### config.mk
export PLATFORM = sky130hd
export DESIGN_NAME = coin_vend_ctrl
export DESIGN_NICKNAME = d
export VERILOG_FILES = /design/src/rtl/vend_pkg.sv /design/src/rtl/vend_credit_path.sv /design/src/rtl/vend_control.sv /design/src/rtl/coin_vend_ctrl.sv
export SDC_FILE = /design/constraint.sdc
export NUM_CORES = 1
export LEC_CHECK = 0
export ABC_AREA = 0
export BUFFER_PORTS_ARGS = -buffer_cell sky130_fd_sc_hd__buf_4
export CORE_AREA = 2 2 39 41
export CTS_CLUSTER_SIZE = 10
export DETAILED_ROUTE_END_ITERATION = 8
export DIE_AREA = 0 0 41 43
export PLACE_DENSITY = 0.32
export SYNTH_ARGS = -nofsm -noshare
export SYNTH_HDL_FRONTEND = slang
export SYNTH_HIERARCHICAL = 1
export SYNTH_SLANG_ARGS = --single-unit
### constraint.sdc
create_clock -name clk -period 1.4 [get_ports clk]
set_input_delay 0.07 -clock clk [delete_from_list [all_inputs] [get_ports clk]]
set_output_delay 0.07 -clock clk [all_outputs]
set_load 0.03 [all_outputs]
### src/rtl/vend_pkg.sv
package vend_pkg;

  localparam int unsigned NUM_LEVELS = 4;
  localparam int unsigned LVL_W      = $clog2(NUM_LEVELS);

  typedef enum logic [LVL_W-1:0] {
    CR0  = 2'd0,
    CR5  = 2'd1,
    CR10 = 2'd2,
    CR15 = 2'd3
  } credit_e;

  // Strobes from control to the credit datapath
  typedef struct packed {
    logic clear;
    logic addOne;
    logic addTwo;
  } stepStrobe_t;

endpackage

### src/rtl/vend_credit_path.sv
module vend_credit_path
  import vend_pkg::*;
#(
  parameter bit ONE_HOT = 1'b0
) (
  input  logic                  clk,
  input  stepStrobe_t           strobe,
  output credit_e               creditLvl,
  output logic                  atTop,
  output logic                  reachTop,
  output logic [NUM_LEVELS-1:0] stateBits
);

  localparam int unsigned TOP = NUM_LEVELS - 1;

  credit_e nextLvl;

  generate
    if (ONE_HOT) begin : g_onehot
      logic [NUM_LEVELS-1:0] hotQ;
      logic [NUM_LEVELS-1:0] hotD;
      logic [NUM_LEVELS-1:0] hotUp1;
      logic [NUM_LEVELS-1:0] hotUp2;

      // Saturating shifts: top bit collects everything pushed past it
      always_comb begin
        hotUp1 = {hotQ[NUM_LEVELS-2:0], 1'b0};
        hotUp1[TOP] = hotQ[TOP] | hotQ[TOP-1];
        hotUp2 = {hotQ[NUM_LEVELS-3:0], 2'b00};
        hotUp2[TOP] = hotQ[TOP] | hotQ[TOP-1] | hotQ[TOP-2];
      end

      always_comb begin
        if (strobe.clear) begin
          hotD    = '0;
          hotD[0] = 1'b1;
        end else if (strobe.addOne) begin
          hotD = hotUp1;
        end else if (strobe.addTwo) begin
          hotD = hotUp2;
        end else begin
          hotD = hotQ;
        end
      end

      always_ff @(posedge clk) begin
        hotQ <= hotD;
      end

      always_comb begin
        creditLvl = CR0;
        for (int i = 0; i < NUM_LEVELS; i++) begin
          if (hotQ[i]) creditLvl = credit_e'(i);
        end
        nextLvl = CR0;
        for (int i = 0; i < NUM_LEVELS; i++) begin
          if (hotD[i]) nextLvl = credit_e'(i);
        end
      end

      assign atTop     = hotQ[TOP];
      assign reachTop  = hotD[TOP] & ~hotQ[TOP];
      assign stateBits = hotQ;
    end else begin : g_binary
      credit_e binQ;
      logic [LVL_W:0] sum;

      always_comb begin
        sum = {1'b0, binQ} + {{LVL_W{1'b0}}, strobe.addOne}
                           + {{(LVL_W-1){1'b0}}, strobe.addTwo, 1'b0};
        if (strobe.clear) begin
          nextLvl = CR0;
        end else if (sum > (LVL_W+1)'(TOP)) begin
          nextLvl = CR15;
        end else begin
          nextLvl = credit_e'(sum[LVL_W-1:0]);
        end
      end

      always_ff @(posedge clk) begin
        binQ <= nextLvl;
      end

      assign creditLvl = binQ;
      assign atTop     = (binQ == CR15);
      assign reachTop  = (nextLvl == CR15) && (binQ != CR15);
      assign stateBits = {{(NUM_LEVELS-LVL_W){1'b0}}, binQ};
    end
  endgenerate

endmodule

### src/rtl/vend_control.sv
module vend_control
  import vend_pkg::*;
#(
  parameter bit MEALY_OUT = 1'b0
) (
  input  logic        rst,
  input  logic        nickelIn,
  input  logic        dimeIn,
  input  logic        atTop,
  input  logic        reachTop,
  output stepStrobe_t strobe,
  output logic        openOut
);

  logic coinValid;

  // A lone coin is valid; both together are refused
  assign coinValid     = nickelIn ^ dimeIn;
  assign strobe.clear  = rst;
  assign strobe.addOne = ~rst & coinValid & nickelIn;
  assign strobe.addTwo = ~rst & coinValid & dimeIn;

  generate
    if (MEALY_OUT) begin : g_mealy
      assign openOut = ~rst & (atTop | reachTop);
    end else begin : g_moore
      assign openOut = atTop;
    end
  endgenerate

endmodule

### src/rtl/coin_vend_ctrl.sv
module coin_vend_ctrl
  import vend_pkg::*;
#(
  parameter bit MEALY_OUT = 1'b0,
  parameter bit ONE_HOT   = 1'b0
) (
  input  logic clk,
  input  logic rst,
  input  logic nickelIn,
  input  logic dimeIn,
  output logic openOut
);

  stepStrobe_t           strobe;
  credit_e               creditLvl;
  logic                  atTop;
  logic                  reachTop;
  logic [NUM_LEVELS-1:0] stateBits;

  vend_control #(.MEALY_OUT(MEALY_OUT)) u_ctrl (
    .rst      (rst),
    .nickelIn (nickelIn),
    .dimeIn   (dimeIn),
    .atTop    (atTop),
    .reachTop (reachTop),
    .strobe   (strobe),
    .openOut  (openOut)
  );

  vend_credit_path #(.ONE_HOT(ONE_HOT)) u_path (
    .clk       (clk),
    .strobe    (strobe),
    .creditLvl (creditLvl),
    .atTop     (atTop),
    .reachTop  (reachTop),
    .stateBits (stateBits)
  );

endmodule

== After elaboration in Yosys (flattened, before gate mapping) ==
Index checks and enable logic that the tools add are counted.
Widths: inputs -> output; s select.
Word-level totals
  register bits after elaboration: 2
  latch bits: 0
  RAM bits: 0
  ROM bits: 0
  input bits: 4
  output and inout bits: 1
  word-level logic and storage cells: 11
  memories: 0
Operators by class
  $add $sub $neg: 2
  multiply operators: 0
  divide/modulo/power cells: 0
  $lt $le $gt $ge: 1
  equality and inequality tests: 1
  shifts and indexed selects: 0
  mux-type cells: 1
  bitwise operators: 5
  reduce and logical (&&, ||, !) cells: 0
Operators with widths (number)
  $add 2x1->3: 1
  $add 3x2->3: 1
  $and 1x1->1: 3
  $gt 3x2->1 const B: 1
  $eq 2x2->1 const B: 1
  $mux 2: 1
  $not 1->1: 1
  $xor 1x1->1: 1

== Longest topological paths before layout ==
  depth in word-level cells: 7
  gate-level depth with buffers: 5
  depth with buffers taken out: 5

== Hierarchy ==
Netlist, hierarchy kept.
Modules (own cells, without submodules)
  vend_credit_path: times used 1, cells an instance 18, area each 158.9 µm², sequential area each 40.0 µm²
  vend_control: times used 1, cells an instance 4, area each 30.0 µm², sequential area each 0.0 µm²

== Worst setup path after synthesis ==
Ideal clock, no wire load.
  kind: register -> register
  start point: register u_path.g_binary.binQ[0], in the netlist u_path/creditLvl[0]
  end point: register u_path.g_binary.binQ[1], in the netlist u_path/creditLvl[1]
  setup time: 0.120 ns
  arrival: 1.034 ns
  path slack: 0.246 ns
  stages on the path, launching flop included: 5
  path buffers: 0
  period minus slack after synthesis: 1.154 ns
  path through: dfxtp_1 > ha_1 > inv_1 > fa_1 > a21oi_1
On the way
  word-level cells in the longest chain between the ends: 4
Ends and longest elaborated chain
  start, declared: RTL line vend_credit_path.sv:65  | credit_e binQ;
  start signal, assigned: RTL line vend_credit_path.sv:81  | binQ <= nextLvl;
  $add 2x1->3 *: RTL line vend_credit_path.sv:69  | sum = {1'b0, binQ} + {{LVL_W{1'b0}}, strobe.addOne}
  $add 3x2->3 *: RTL line vend_credit_path.sv:70  | + {{(LVL_W-1){1'b0}}, strobe.addTwo, 1'b0};
  $gt 3x2->1: RTL line vend_credit_path.sv:73  | end else if (sum > (LVL_W+1)'(TOP)) begin
  $mux 2 *: RTL line vend_credit_path.sv:73
Mark *: on every way between the ends. The rest lies on a longest branch, timed or not.
A chain may end at the register's enable or synchronous reset.

== Final worst setup path ==
Same ends and word-level chain as after synthesis.

==> metrics.yaml <==
global_routing:
  grt_pass1_wl_um: 407
  grtUsageMet3_pct: 3.14
  use_met1_pct: 1.28
  grt-busiest-layer: "met4"
  grt_max_degree: 5
  antenna_found_initial: 0
  track_usage_pct: 4.41
  grt_overflow: 0
  grt_pass1_vias: 128
  met2_usage_pct: 6.88
timing:
  final.period_utilization_pct: 84.7
  tns_ps: 0
  slew_headroom_pct: 86.9
  skew_ps: 0.396
  tightest_slew_ps: 196
  rsz0062_at_grt: "no"
  fin_hold_ws_ps: 30.7
  finalSetupViolCount: 0
  finalHoldViolCount: 0
  post-route-min-period_ps: 1190
  fmax_mhz: 843
  slew_viol_final: 0
setup_path:
  rr_startpoint: "u_path/creditLvl[0]"
  critPathKind: "reg -> reg"
  slowest_delay_ps: 420
  r2r_cells: 4
  required_ps: 1550
  r2r_setup_slack_ps: 210
  end_kind: "register"
  timing.rr.end: "u_path/creditLvl[1]"
  crit_chain: "ha_1, inv_1, fa_1, a21oi_1"
  crit_arrival_ps: 1330
  cp-start-kind: "register"
  path_max_fanout: 2
  crit_slowest_cell: "fa_1"
drt:
  drt_iter0_drc: 0
  drc_errors: 0
  vias: 111
  viasPerCell: 3.08
  wire_per_inst_um: 6.64
  drtAntennaViolNets: 0
  firstDrtPassIters: 1
  routed_wl_um: 239
final_layout:
  num_antenna_cells: 0
  nets: 28
  stdcell_area_um2: 194
  utilization_pct: 14.0
  drive_gt1_share_pct: 40.0
  syn2layout_area_growth_pct: 42.2
  final_cells: 36
  largest_register_ffs: 2
  fillers: 160
clock_network:
  tritoncts: "yes"
  h-tree-depth: 1
  post_cts_buffers: 0
  clk_latency_ps: 220
  cts_buffer_depth: 2
  cts_resized: 0
  cts.sinks: 2
  cts.hold.buffers_added: 0
  cts_made_buffers: 3
  cts-root-buf: "clkbuf_4"
  clk_pin_slew_ps: 30
place:
  placed_area_um2: 171
  portBuffers: 4
  place.gp.congestion: 0.505
  dpl.hpwl_um: 206
  dp_cells: 33
yosys:
  ys_warn_count: 6
  netlist_area_um2: 136
  syn_area_per_cell_um2: 9.09
  synth_nets: 21
  netlist_instances: 15
power_and_ir_drop:
  leakage_nw: 0.0792
  ir_worst_vdd_mv: 0.173
  power.density_nw_per_um2: 1100
die:
  floorplan.initialDensity_pct: 9.86
  die_area_um2: 1760
  core_area_um2: 1380
  io_pins: 5
  dieHeight_um: 43
  die_w_um: 41
  core.rowCount: 14
hold_path:
  min_from: "rst"
  hp-class: "in -> reg"
  hold_end: "u_path/creditLvl[0]"
  worstHoldPathCells: 2
run:
  maxCapViolations: 0
outcome:
  status: "complete, no violations"
## area by class of cell
cell class              count  area (um2)  share of cell area [%]
multi-input cells           7        66.3                    34.2
flip-flops and latches      2        40.0                    20.6
repair buffers              4        30.0                    15.5
clock buffers               3        22.5                    11.6
well taps                  16        20.0                    10.3
inverters                   4        15.0                    7.74
## worst max path at each step
stage | startpoint | endpoint | slack (ps) | cells past startpoint
2_1_floorplan | u_path/creditLvl[0] | u_path/creditLvl[1] | 290 | 4
4_1_cts | u_path/creditLvl[0] | u_path/creditLvl[1] | 190 | 4
5_1_grt | u_path/creditLvl[0] | u_path/creditLvl[1] | 130 | 4
3_5_place_dp | dimeIn | u_path/creditLvl[1] | 80 | 6
3_3_place_gp | rst | u_path/creditLvl[1] | 140 | 6
6_report | u_path/creditLvl[0] | u_path/creditLvl[1] | 210 | 4
## per-stage QoR
step | setup WS, ps | total power [mW]
floorplan | 289 | 0.0822
global placement | 135 | 0.0899
detailed placement | 83.7 | 0.0920
CTS | 194 | 0.223
global route | 128 | 0.233
finish | 214 | 0.214
## report_power, final
group	internal [mW]	switching [mW]	total, mW	leakage [nW]
combinational	0.0138	0.0115	0.0253	0.0489
clock	0.0942	0.0294	0.124	0.0138
sequential	0.0626	0.00250	0.0651	0.0164
total	0.171	0.0435	0.214	0.0792
## worst max-delay path: cells and delay by family (launching register included)
kind,cells,cell delay [ps]
AO/OA/AOI/OAI,1,160
adder cells (fa/ha/maj),2,590
buffers and inverters,1,70
flip-flops,1,300
## cells in the final DEF (no fill, tap or decap)
master    instances
buf_4             4
ha_1              1
dfxtp_1           2
fa_1              1
inv_1             4
and2_4            1
clkbuf_4          3
nor3b_1           2
a21oi_1           2
## metal layers
layer,routed length [um],vias to the layer above
met4,0,0
met2,173,3
met3,8,0
met5,0,-
met1,57,52
li1,-,56
No activity file was read; power rests on OpenSTA's default activity.
